File: config.mk
export PLATFORM = sky130hd
export DESIGN_NAME = gpx_ctrl
export DESIGN_NICKNAME = d
export VERILOG_FILES = /design/src/rtl/gpx_pkg.sv /design/src/rtl/gpx_regs.sv /design/src/rtl/gpx_irq.sv /design/src/rtl/gpx_ctrl.sv
export SDC_FILE = /design/constraint.sdc
export NUM_CORES = 1
export LEC_CHECK = 0
export BUFFER_PORTS_ARGS = -buffer_cell sky130_fd_sc_hd__buf_2
export CAP_MARGIN = 20
export CELL_PAD_IN_SITES_DETAIL_PLACEMENT = 0
export CELL_PAD_IN_SITES_GLOBAL_PLACEMENT = 2
export CORE_MARGIN = 2
export CORE_UTILIZATION = 30
export DETAILED_ROUTE_END_ITERATION = 6
export GPL_ROUTABILITY_DRIVEN = 1
export GPL_TIMING_DRIVEN = 0
export PLACE_DENSITY_LB_ADDON = 0.1
export SLEW_MARGIN = 20
export SYNTH_ARGS = -nofsm -noshare
export SYNTH_HDL_FRONTEND = slang
export SYNTH_HIERARCHICAL = 1
export SYNTH_SLANG_ARGS = --single-unit
File: constraint.sdc
create_clock -name clk -period 8.1 [get_ports clk]
set_input_delay 2.43 -clock clk [delete_from_list [all_inputs] [get_ports clk]]
set_output_delay 2.43 -clock clk [all_outputs]
set_load 0.01 [all_outputs]
File: src/rtl/gpx_pkg.sv
package gpx_pkg;
    localparam int ADDR_W = 8;

    localparam logic [ADDR_W-1:0] OFF_DIR   = 8'h00;
    localparam logic [ADDR_W-1:0] OFF_OUT   = 8'h08;
    localparam logic [ADDR_W-1:0] OFF_STATE = 8'h0C;
    localparam logic [ADDR_W-1:0] OFF_IEN   = 8'h10;
    localparam logic [ADDR_W-1:0] OFF_CTRL  = 8'h14;

    typedef enum logic [2:0] {
        SEL_DIR,
        SEL_OUT,
        SEL_STATE,
        SEL_IEN,
        SEL_CTRL,
        SEL_NONE
    } reg_sel_e;

    // bit 1 = soft reset, bit 0 = clock enable
    typedef struct packed {
        logic srst;
        logic clk_en;
    } ctrl_t;

    function automatic reg_sel_e decode_addr(input logic [ADDR_W-1:0] a);
        case (a)
            OFF_DIR:   return SEL_DIR;
            OFF_OUT:   return SEL_OUT;
            OFF_STATE: return SEL_STATE;
            OFF_IEN:   return SEL_IEN;
            OFF_CTRL:  return SEL_CTRL;
            default:   return SEL_NONE;
        endcase
    endfunction
endpackage

File: src/rtl/gpx_regs.sv
module gpx_regs
    import gpx_pkg::*;
#(
    parameter int NPINS  = 16,
    parameter int DATA_W = 32
) (
    input  logic              clk,
    input  logic              rst,
    input  logic              wr,
    input  logic [ADDR_W-1:0] addr,
    input  logic [DATA_W-1:0] wdata,
    output logic [DATA_W-1:0] rdata,
    input  logic [NPINS-1:0]  pad_in,
    output logic [NPINS-1:0]  dir_q,
    output logic [NPINS-1:0]  out_q,
    output logic [NPINS-1:0]  ien_q,
    output logic [NPINS-1:0]  state_q,
    output ctrl_t             ctrl_q
);
    localparam int MASK_LSB = DATA_W / 2;
    localparam int PAD_W    = DATA_W - NPINS;

    reg_sel_e         sel;
    logic             wr_dir, wr_out, wr_ien, wr_ctrl;
    logic [NPINS-1:0] wr_mask, wr_data;

    assign sel     = decode_addr(addr);
    assign wr_dir  = wr && (sel == SEL_DIR);
    assign wr_out  = wr && (sel == SEL_OUT);
    assign wr_ien  = wr && (sel == SEL_IEN);
    assign wr_ctrl = wr && (sel == SEL_CTRL);
    assign wr_mask = wdata[MASK_LSB +: NPINS];
    assign wr_data = wdata[NPINS-1:0];

    always_ff @(posedge clk) begin
        if (rst) begin
            dir_q   <= '0;
            out_q   <= '0;
            ien_q   <= '0;
            state_q <= '0;
            ctrl_q  <= '0;
        end else begin
            if (wr_ctrl) begin
                ctrl_q.clk_en <= wdata[0];
                ctrl_q.srst   <= wdata[1];
            end
            if (ctrl_q.srst) begin
                dir_q <= '0;
                out_q <= '0;
                ien_q <= '0;
            end else begin
                if (wr_dir) dir_q <= wr_data;
                if (wr_out) out_q <= (out_q & ~wr_mask) | (wr_data & wr_mask);
                if (wr_ien) ien_q <= wr_data;
            end
            if (ctrl_q.clk_en) state_q <= pad_in;
        end
    end

    always_comb begin
        case (sel)
            SEL_DIR:   rdata = {{PAD_W{1'b0}}, dir_q};
            SEL_OUT:   rdata = {{PAD_W{1'b0}}, out_q};
            SEL_STATE: rdata = {{PAD_W{1'b0}}, state_q};
            SEL_IEN:   rdata = {{PAD_W{1'b0}}, ien_q};
            SEL_CTRL:  rdata = {{(DATA_W-2){1'b0}}, ctrl_q};
            default:   rdata = '0;
        endcase
    end

    // soft reset clears the writable words on the next edge
    assert_srst_clear_R7: assert property (@(posedge clk) disable iff (rst)
        ctrl_q.srst |=> (dir_q == '0 && out_q == '0 && ien_q == '0));

    // pins outside the mask keep their level
    assert_mask_keep_R2: assert property (@(posedge clk) disable iff (rst)
        (wr_out && !ctrl_q.srst) |=> (((out_q ^ $past(out_q)) & ~$past(wr_mask)) == '0));

    // without an output write or soft reset the latch holds
    assert_out_hold_R2: assert property (@(posedge clk) disable iff (rst)
        (!wr_out && !ctrl_q.srst) |=> $stable(out_q));

    // sampling stops while the clock enable is low
    assert_state_hold_R8: assert property (@(posedge clk) disable iff (rst)
        !ctrl_q.clk_en |=> $stable(state_q));

    // control word takes the written bits
    assert_ctrl_load_R6: assert property (@(posedge clk) disable iff (rst)
        wr_ctrl |=> (ctrl_q == $past(wdata[1:0])));
endmodule

File: src/rtl/gpx_irq.sv
module gpx_irq #(
    parameter int NPINS      = 16,
    parameter int SHARE_BASE = 8,
    parameter bit PACK_HI    = 1'b0,
    parameter bit SHARE_LO   = 1'b0,
    parameter int LO_FIRST   = 1,
    parameter int LO_LAST    = 5
) (
    input  logic                  clk,
    input  logic                  rst,
    input  logic                  clk_en,
    input  logic [NPINS-1:0]      state_q,
    input  logic [NPINS-1:0]      ien_q,
    output logic [SHARE_BASE-1:0] irq_line,
    output logic                  irq_grp_hi,
    output logic                  irq_grp_lo
);
    localparam int NHI = NPINS - SHARE_BASE;

    logic [NHI-1:0]        hi_gate;
    logic [SHARE_BASE-1:0] lo_gate;
    logic [SHARE_BASE-1:0] ded;
    logic                  unused_ien_parity;

    assign unused_ien_parity = ^ien_q;

    for (genvar k = 0; k < NHI; k++) begin : g_hi
        if (PACK_HI) begin : g_packed
            assign hi_gate[k] = state_q[SHARE_BASE+k] & ien_q[k];
        end else begin : g_direct
            assign hi_gate[k] = state_q[SHARE_BASE+k] & ien_q[SHARE_BASE+k];
        end
    end

    for (genvar j = 0; j < SHARE_BASE; j++) begin : g_lo
        if (SHARE_LO && j >= LO_FIRST && j <= LO_LAST) begin : g_shared
            assign ded[j]     = 1'b0;
            assign lo_gate[j] = state_q[j] & ien_q[j];
        end else begin : g_own
            assign ded[j]     = state_q[j];
            assign lo_gate[j] = 1'b0;
        end
    end

    assign irq_line   = clk_en ? ded : '0;
    assign irq_grp_hi = clk_en & (|hi_gate);
    assign irq_grp_lo = clk_en & (|lo_gate);

    // clock gate silences every request
    assert_irq_quiet_R8: assert property (@(posedge clk) disable iff (rst)
        !clk_en |-> (irq_line == '0 && !irq_grp_hi && !irq_grp_lo));

    // a shared request needs some high pin that is set
    assert_grp_needs_pin_R9: assert property (@(posedge clk) disable iff (rst)
        irq_grp_hi |-> (state_q[NPINS-1:SHARE_BASE] != '0));

    // a dedicated line only rises for a set pin
    assert_line_needs_pin_R10: assert property (@(posedge clk) disable iff (rst)
        ((irq_line & ~state_q[SHARE_BASE-1:0]) == '0));
endmodule

File: src/rtl/gpx_ctrl.sv
module gpx_ctrl
    import gpx_pkg::*;
#(
    parameter int NPINS      = 16,
    parameter int DATA_W     = 32,
    parameter int SHARE_BASE = 8,
    parameter bit PACK_HI    = 1'b0,
    parameter bit SHARE_LO   = 1'b0,
    parameter int LO_FIRST   = 1,
    parameter int LO_LAST    = 5
) (
    input  logic                  clk,
    input  logic                  rst,
    input  logic                  bus_wr,
    input  logic [ADDR_W-1:0]     bus_addr,
    input  logic [DATA_W-1:0]     bus_wdata,
    output logic [DATA_W-1:0]     bus_rdata,
    input  logic [NPINS-1:0]      pad_in,
    output logic [NPINS-1:0]      pad_out,
    output logic [NPINS-1:0]      pad_oe,
    output logic [SHARE_BASE-1:0] irq_line,
    output logic                  irq_grp_hi,
    output logic                  irq_grp_lo
);
    logic [NPINS-1:0] dir_q, out_q, ien_q, state_q;
    ctrl_t            ctrl_q;

    gpx_regs #(
        .NPINS  (NPINS),
        .DATA_W (DATA_W)
    ) u_regs (
        .clk     (clk),
        .rst     (rst),
        .wr      (bus_wr),
        .addr    (bus_addr),
        .wdata   (bus_wdata),
        .rdata   (bus_rdata),
        .pad_in  (pad_in),
        .dir_q   (dir_q),
        .out_q   (out_q),
        .ien_q   (ien_q),
        .state_q (state_q),
        .ctrl_q  (ctrl_q)
    );

    gpx_irq #(
        .NPINS      (NPINS),
        .SHARE_BASE (SHARE_BASE),
        .PACK_HI    (PACK_HI),
        .SHARE_LO   (SHARE_LO),
        .LO_FIRST   (LO_FIRST),
        .LO_LAST    (LO_LAST)
    ) u_irq (
        .clk        (clk),
        .rst        (rst),
        .clk_en     (ctrl_q.clk_en),
        .state_q    (state_q),
        .ien_q      (ien_q),
        .irq_line   (irq_line),
        .irq_grp_hi (irq_grp_hi),
        .irq_grp_lo (irq_grp_lo)
    );

    assign pad_out = out_q;
    assign pad_oe  = dir_q;

    // output word never shows anything in its mask half
    assert_out_upper_zero_R3: assert property (@(posedge clk) disable iff (rst)
        (bus_addr == OFF_OUT) |-> (bus_rdata[DATA_W-1:DATA_W/2] == '0));
endmodule

==> impl_results.md, run 1 <==
- Via count: 3095
- Status: finished clean
- Placed Cells: 627
- Gr ovfl total: 0
- Seq/Total Area, Yosys: about 40%
- Seq cells post-synth: between 60 and 70
- Final slew viol count: 0
- Asr flop ratio synth: 0%
- Worst Skew: approximately 10 ps
- Family with the most delay on the worst path: buffers and inverters
- Synth Flop Type: dfxtp_1
- Die Ht: roughly 110 microns
- Max FO, Critical Path: 10
- Leakage: ~2.2 nW
- Share of total power in the clock network: ~44%
- Share of Yosys cell area claimed by the top area cell type: 39.8%
- Die ar.: roughly 12000 sq um
- Largest cells by area after synthesis: dfxtp_1 (40%), mux2i_1 (25%), nand2_1 (7.2%)
- Adder-cell share of the synthesized area: 0%
- Sequential Power Share: 47.5%
- Crit path DAT: about 5000 ps
- Synthesized instance count: 359
- CP Buf/Inv Count: 4
- Psw: about 0.00016 W
- Total internal power: approximately 0.00052 W
- Crit-path cells: buf_2 -> nor4b_2 -> and3_1 -> buf_1 -> clkbuf_1 -> a221o_1 -> buf_2
- Setup TNS: 0 ps
- Fillers: 1160
- Yosys warning count: 6
- Register area: ~1300 sq um
- Most frequent cell after synthesis: mux2i_1
- Port Buffer Count: ~110
- TritonRoute pass-1 iters: 4
- Root Driver: clkbuf_8
- Final setup violating endpoints: 0
- Area added between synthesis and finish: 30.3%
- Fin worst setup slack: roughly 670 ps
- Largest area contributor in the synthesized netlist: dfxtp_1
- Min Tclk post-route: between 7000 and 8000 ps
- Gr usage total: between 20 and 25%
- CTS tree: done
- Largest net degree at the start of global routing: 11
- RSZ-0062 raised after global routing: no
- WL/cell: 18.5 microns
- Final wirelength: between 10 and 15 mm
- Switching Fraction: between 20% and 30%
- Comb pwr share: under 10%
- DRC violations left: 0
- Rows: 38
- Fin. Hold Viols: 0
- Number of enable flip-flop cells after synthesis: 0
- HP Class: flop to flop
- Initial antenna violation count: 0
- Vias/cell: roughly 4.8
- Startpoint Class: input port
- Max incr delay on CP: around 870 ps
- Worst slack at placement: 723 ps
- Distinct cell type count of the synthesized netlist: 31
- Worst setup EP type: output port
- Worst VDD drop: around 0.000056 V
- Crit-path slowest cell: nor4b_2
- Max Freq: 0.135 GHz
- Final GP Congestion: around 0.75
- Clock Sinks: 66
- Relative slew margins: approximately 28%
- Share of cells above drive strength 1: approximately a third
- # IOs: 133
- Starting DRT DRC Count: between 100 and 150
- Die X: around 110 microns
- Number of global-route vias before repair: 3139
- Core Area: roughly 11000 sq um
- XOR/XNOR Fraction of Synth Area: 0%
- Post-synthesis compound-gate area fraction: 6.00%
- Worst-Margin Slew: between 1000 and 1500 ps
- Ant. Diodes: 0
- Mapped cell area: roughly 3300 sq um
- CTS resizes: 0
- Top cell types by occurrence after synthesis: mux2i_1 (82), dfxtp_1 (66), nand2_1 (64)
- Total power divided by cell area: approximately 160 nW/um^2
- Post-route ant nets: 0
- HPWL Detailed: 8.34 mm
- Setup Fix Bufs, Post-CTS: 0
- Mux contribution to synthesized area: about a quarter
- WS Path Type: input port to output port
- Period utilization: roughly 90%
- Nets: approximately 560
- Fin cells: approximately 640
- Worst-path clk slew: ~70 ps
- # hold bufs at CTS: 0
- Clock latency on the worst-skew pair: about 340 ps
- Post-synthesis area per instance: approximately 9.2 sq um
- Post-synthesis simple-gate area fraction: ~21%
- First-pass GRT wire length: ~18 mm
- Worst Path Required: 5670 ps
- Clock buffer depth: 2
- Starting Density: approximately 30%
- Area of the multi-input gates: 1790 sq um
- Critical path's most frequent cell: buf_2
- Number of max-cap violations: 0
- Largest family of logic cells by synthesized area: multiplexers
- TritonCTS buffer count: 9
- H-Tree Level Count: 3
-- metal layers --
| layer | track usage (%) | vias to the layer above | share of wire (%) |
|---|---|---|---|
| met5 | 0 | - | 0 |
| met4 | 5.86 | 0 | 1.1 |
| met3 | 3.83 | 10 | 5.9 |
| met2 | 34.3 | 104 | 47 |
| met1 | 26.1 | 1464 | 46 |
| li1 | - | 1517 | - |
-- layout by cell type (no fill, tap or decap), types with 4 or more instances in the layout --
master / n
nor3_1: 17
nand2_1: 64
buf_2: 117
nand2b_1: 4
and2_2: 8
a221o_1: 16
nand4_1: 16
conb_1: 17
clkbuf_8: 10
a22oi_1: 4
buf_4: 17
dfxtp_1: 66
clkbuf_1: 20
mux2i_1: 82
nor2_1: 19
-- power groups by stage --
stage	clock, W	sequential (W)	combinational (W)
finish	0.000301	0.000325	0.0000577
global route	0.000321	0.000325	0.0000621
CTS	0.000309	0.000325	0.0000572
detailed placement	0	0.000332	0.0000571
global placement	0	0.000332	0.0000569
floorplan	0	0.000332	0.0000292
-- worst min-delay path: stages, from the launching register on --
cell and delay, ps:
dfxtp_1 310, nand2_1 50, mux2i_1 50
-- per-stage QoR --
stage | power (W) | cell area (sq um) | utilization (%) | hold WS [ps]
final | 0.000684 | 4320 | 40.0 | 462
after global routing | 0.000708 | 4320 | 40.0 | 473
after CTS | 0.000691 | 4320 | 40.0 | 466
after detailed placement | 0.000389 | 4110 | 38.1 | 455
after global placement | 0.000389 | 4110 | 38.1 | 445
after floorplan | 0.000362 | 3370 | - | 436
-- layout make-up --
type / count / area share (%)
inverters: 2 / 0.174
well taps: 140 / 4.05
flip-flops and latches: 66 / 30.6
repair buffers: 113 / 13.1
clock buffers: 11 / 3.27
clock inverters: 3 / 1.51
multi-input cells: 262 / 41.5
plain buffers: 44 / 5.85
-- path summary, 6_finish.rpt --
kind	start	endpoint	slack (ps)	depth (start not counted)
min reg2reg	u_regs/ien_q[4]	u_regs/ien_q[4]	460	2
max	bus_addr[1]	bus_rdata[3]	670	7
min	u_regs/ien_q[4]	u_regs/ien_q[4]	460	2
max reg2reg	u_regs/ctrl_q[0]	u_regs/state_q[14]	5680	4
-- kinds of logic (layout without fill, tap and decap cells) --
kind of cell	count (synthesis)	count (layout)
AOI/OAI and AO/OA	21	21
buffers and inverters	46	173
and+or+nand+nor	140	140
other	2	17
DFF	66	66
muxes	84	84
(Power assumes the default switching activity.)
==> run 2, diff against run 1 <==
CORE_UTILIZATION = 28   (was 30)
clock period = 7.79 ns   (was 8.1 ns; I/O delays follow)
==> impl_results.md, run 2 (synthesis results as in run 1) <==
- Status: finished clean
- Worst Skew: about 6.0 ps
- Final GP Congestion: between 0.7 and 0.8
- Final setup violating endpoints: 0
- Die X: about 110 microns
- Post-route total power: roughly 0.00083 W
- Gr usage total: a little under a fifth
- Die ar.: approximately 13000 sq um
- Relative slew margins: a little over a quarter
- Clock latency on the worst-skew pair: about 320 ps
- # IOs: 133
- Rows: 39
- Gr ovfl total: 0
- Sequential Power Share: between 40% and 50%
- Starting Density: between 20 and 30%
- Period utilization: around 93%
- Fillers: between 1000 and 1500
- CTS resizes: 0
- Setup TNS: 0 ps
- # hold bufs at CTS: 0
- CTS tree: done
- DRC violations left: 0
- Setup Fix Bufs, Post-CTS: 0
- Starting DRT DRC Count: between 100 and 150
- Psw: 0.000192 W
- Register area: between 1000 and 1500 sq um
- Max Freq: 0.137 GHz
- Root Driver: clkbuf_16
- Leakage: approximately 2.2 nW
- Worst setup EP type: output port
- Fin worst setup slack: between 500 and 600 ps
- Area of the multi-input gates: around 1800 sq um
- Startpoint Class: input port
- Comb pwr share: under 10%
- HPWL Detailed: approximately 8.6 mm
- Final slew viol count: 0
- Die Ht: about 110 microns
- Fin cells: around 650
- Clock Sinks: 66
- Placed Cells: 630
- HP Class: flop to flop
- Via count: 3110
- Worst slack at placement: 500 ps
- H-Tree Level Count: 3
- Crit path DAT: just under 5000 ps
- Share of total power in the clock network: a little over half
- WS Path Type: input port to output port
- WL/cell: 18.7 microns
- Worst-Margin Slew: 1100 ps
- Most frequent cells in the layout: buf_2 (117), mux2i_1 (82), dfxtp_1 (66)
- Commonest non-fill, non-tap cell in the layout: buf_2
- Worst VDD drop: around 0.00012 V
- Vias/cell: ~4.8
- Min Tclk post-route: ~7300 ps
- Total internal power: about 0.00064 W
- TritonRoute pass-1 iters: 4
- Post-route ant nets: 0
- TritonCTS buffer count: 9
- Hold slack: ~460 ps
- Switching Fraction: between 20% and 30%
- Initial antenna violation count: 1
- Total power divided by cell area: about 190 nW/um^2
- Worst-path clk slew: 50 ps
- Worst Path Required: between 5000 and 6000 ps
- Clock buffer depth: 2
- Number of global-route vias before repair: approximately 3200
- Fin. Hold Viols: 0
- RSZ-0062 raised after global routing: no
- First-pass GRT wire length: approximately 18 mm
- Port Buffer Count: 113
- Area added between synthesis and finish: 33.8%
- Core Area: 11500 sq um
- Number of max-cap violations: 0
- Nets: 557
- Final wirelength: roughly 12 mm
- Share of cells above drive strength 1: roughly a third
- Max FO, Critical Path: 10
- Largest net degree at the start of global routing: 13
run 2: per-stage QoR:
step | cell area [sq um] | utilization (%)
after global routing | 4440 | 38.7
after global placement | 4120 | 35.9
final | 4440 | 38.7
after detailed placement | 4120 | 35.9
after floorplan | 3370 | -
after CTS | 4440 | 38.7
run 2: worst paths after layout:
| path | cells past startpoint | startpoint | end | slack (ps) |
|---|---|---|---|---|
| min | 2 | u_regs/ien_q[6] | u_regs/ien_q[6] | 460 |
| max | 7 | bus_addr[1] | bus_rdata[5] | 510 |
| min reg2reg | 2 | u_regs/ien_q[6] | u_regs/ien_q[6] | 460 |
| max reg2reg | 4 | u_regs/ctrl_q[0] | u_regs/state_q[10] | 5340 |
run 2: layout make-up:
type,count,area share (%)
Buffer,44,5.69
Antenna cell,1,0.0564
Clock inverter,7,2.11
Tap cell,143,4.03
Clock buffer,9,5.07
Multi-Input combinational cell,262,40.4
Inverter,2,0.169
Sequential cell,66,29.8
Timing Repair Buffer,113,12.7
run 2: layer usage:
metal	vias to the layer above	GRT usage (%)	routed length, microns
met5	-	0	0
met4	0	4.80	178
met3	16	4.82	665
met2	94	31.1	5640
met1	1479	24.4	5630
li1	1521	-	-
run 2: power by group through the flow:
stage	sequential, W	clock (W)	combinational (W)
2_1_floorplan	0.000346	0	0.0000303
3_3_place_gp	0.000346	0	0.0000594
3_5_place_dp	0.000346	0	0.0000600
4_1_cts	0.000338	0.000445	0.0000603
5_1_grt	0.000338	0.000457	0.0000647
6_report	0.000338	0.000435	0.0000598
run 2: worst max-delay path: stages:
cell and delay [ps]:
buf_2 120, nor4b_2 950, and3_1 280, buf_1 260, clkbuf_1 580, a221o_1 270
buf_2 130
==> run 3, diff against run 2 <==
PLACE_DENSITY_LB_ADDON = 0.2   (was 0.1)
SKIP_CTS_REPAIR_TIMING = 1   (was unset)
==> impl_results.md, run 3 (synthesis results as in run 1) <==
- Status: finished clean
- Critical path's most frequent cell: buf_2
- HPWL Detailed: ~8.5 mm
- Fin. Hold Viols: 0
- Nets: ~560
- Die ar.: between 10000 and 15000 sq um
- Startpoint Class: input port
- Starting DRT DRC Count: roughly 100
- Worst-path clk slew: roughly 50 ps
- Final setup violating endpoints: 0
- Vias/cell: between 4 and 5
- Port Buffer Count: between 100 and 150
- RSZ-0062 raised after global routing: no
- Setup TNS: 0 ps
- Number of max-cap violations: 0
- Family with the most delay on the worst path: simple AND/OR/NAND/NOR gates
- First-pass GRT wire length: between 15 and 20 mm
- Ant. Diodes: 0
- Min Tclk post-route: 7160 ps
- Worst setup EP type: output port
- Gr usage total: a little under a fifth
- Gr ovfl total: 0
- Clock latency on the worst-skew pair: between 300 and 400 ps
- Largest net degree at the start of global routing: 11
- Via count: about 3100
- Crit-path slowest cell: nor4b_2
- Switching Fraction: between 20% and 30%
- Max FO, Critical Path: 10
- Comb pwr share: under 10%
- TritonRoute pass-1 iters: 4
- DRC violations left: 0
- Final wirelength: 11.9 mm
- R2r endpoint: u_regs/state_q[12]
- Placed Cells: 630
- Leakage: approximately 2.2 nW
- Hold slack: between 400 and 500 ps
- Commonest non-fill, non-tap cell in the layout: buf_2
- Most frequent cells in the layout: buf_2 (117), mux2i_1 (82), dfxtp_1 (66)
- CTS tree: done
- Root Driver: clkbuf_16
- Worst Skew: 6.46 ps
- Die Ht: ~110 microns
- Area added between synthesis and finish: 32.4%
- Fillers: 1199
- Final slew viol count: 0
- FF-to-FF Start: u_regs/ctrl_q[0]
- WS Path Type: input port to output port
- Rows: 39
- Crit-path cells: buf_2 -> nor4b_2 -> and3_1 -> buf_1 -> clkbuf_1 -> a221o_1 -> buf_2
- Post-route ant nets: 0
- TritonCTS buffer count: 9
- Hold Path Stages: 2
- Psw: about 0.00018 W
- Worst Hold Launch: u_regs/ien_q[3]
- Path depth of the worst reg2reg path: 4
- Max incr delay on CP: just under 900 ps
- Die X: 113 microns
- Period utilization: between 90% and 100%
- Total power divided by cell area: approximately 180 nW/um^2
- Core Area: 11500 sq um
- Clock Sinks: between 60 and 70
- R2R Setup Slk: 5320 ps
- Fin cells: roughly 650
- Starting Density: roughly 29%
- HP Class: flop to flop
- Max Freq: between 0.1 and 0.15 GHz
- Worst VDD drop: ~0.0001 V
- Initial antenna violation count: 0
- Clock buffer depth: 2
- Worst-Margin Slew: 1020 ps
- Worst Hold Path EP: u_regs/ien_q[3]
- H-Tree Level Count: 3
- Final GP Congestion: slightly below 0.8
- Sequential Power Share: approximately 44%
- Area of the multi-input gates: 1790 sq um
- Share of total power in the clock network: 48.4%
- Number of global-route vias before repair: ~3100
- CP Buf/Inv Count: 4
- Total internal power: around 0.00059 W
- # IOs: 133
- Relative slew margins: around 31%
- Register area: 1320 sq um
- WL/cell: about 18 microns
- Worst Path Required: approximately 5500 ps
- Share of cells above drive strength 1: between 30% and 40%
- Crit path DAT: between 4000 and 5000 ps
==> run 3: cell count changes in the layout (fill, tap and decap cells not counted) <==
| cell | delta |
|---|---|
| clkbuf_1 | +2 |
| bufinv_16 | -2 |
| diode_2 | -1 |
| clkinv_2 | -1 |
| clkbuf_8 | +2 |
| clkinv_4 | -1 |
| clkinvlp_4 | -1 |
==> run 3: per-stage QoR <==
stage | worst slack (ps) | total power (W) | instance area (sq um) | util (%)
6_report | 626 | 0.000771 | 4390 | 38.3
5_1_grt | 553 | 0.000801 | 4390 | 38.3
4_1_cts | 582 | 0.000783 | 4390 | 38.3
3_5_place_dp | 584 | 0.000405 | 4120 | 35.9
3_3_place_gp | 651 | 0.000405 | 4120 | 35.9
2_1_floorplan | 1650 | 0.000376 | 3370 | -
==> run 3: area by class of cell <==
class / instances / area share, %
tap: 143 / 4.08
buffer: 44 / 5.76
timing repair buffer: 113 / 12.9
clock buffer: 13 / 5.93
multi-input combinational: 262 / 40.8
sequential: 66 / 30.1
inverter: 2 / 0.171
clock inverter: 2 / 0.285
==> run 3: layer usage <==
layer,up-vias,track usage [%],share of wire [%],wire (microns)
met2,117,31.7,48,5690
met4,0,5.12,1.6,190
met5,-,0,0,0
met3,13,3.75,6.3,744
li1,1523,-,-,-
met1,1485,24.1,44,5260
==> run 3: power by group through the flow <==
| stage | Clock (W) | Sequential [W] | Combinational [W] |
|---|---|---|---|
| final | 0.000374 | 0.000338 | 0.0000593 |
| after CTS | 0.000385 | 0.000338 | 0.0000596 |
| after floorplan | 0 | 0.000346 | 0.0000303 |
| after global routing | 0.000399 | 0.000338 | 0.0000642 |
| after global placement | 0 | 0.000346 | 0.0000592 |
| after detailed placement | 0 | 0.000346 | 0.0000594 |
==> run 3: how the worst max path moves through the flow <==
stage,from,to,slack [ps],cells after the start
after global placement,bus_addr[1],bus_rdata[4],650,7
after global routing,bus_addr[1],bus_rdata[10],550,7
after floorplan,bus_addr[4],bus_rdata[10],1650,5
after detailed placement,bus_addr[1],bus_rdata[10],580,7
after CTS,bus_addr[1],bus_rdata[10],580,7
final,bus_addr[1],bus_rdata[10],630,7
==> run 3: worst min-delay path, delay by kind of cell, from the launching register on <==
kind / cells / cell delay [ps]
DFF: 1 / 300
and+or+nand+nor: 1 / 50
muxes: 1 / 50
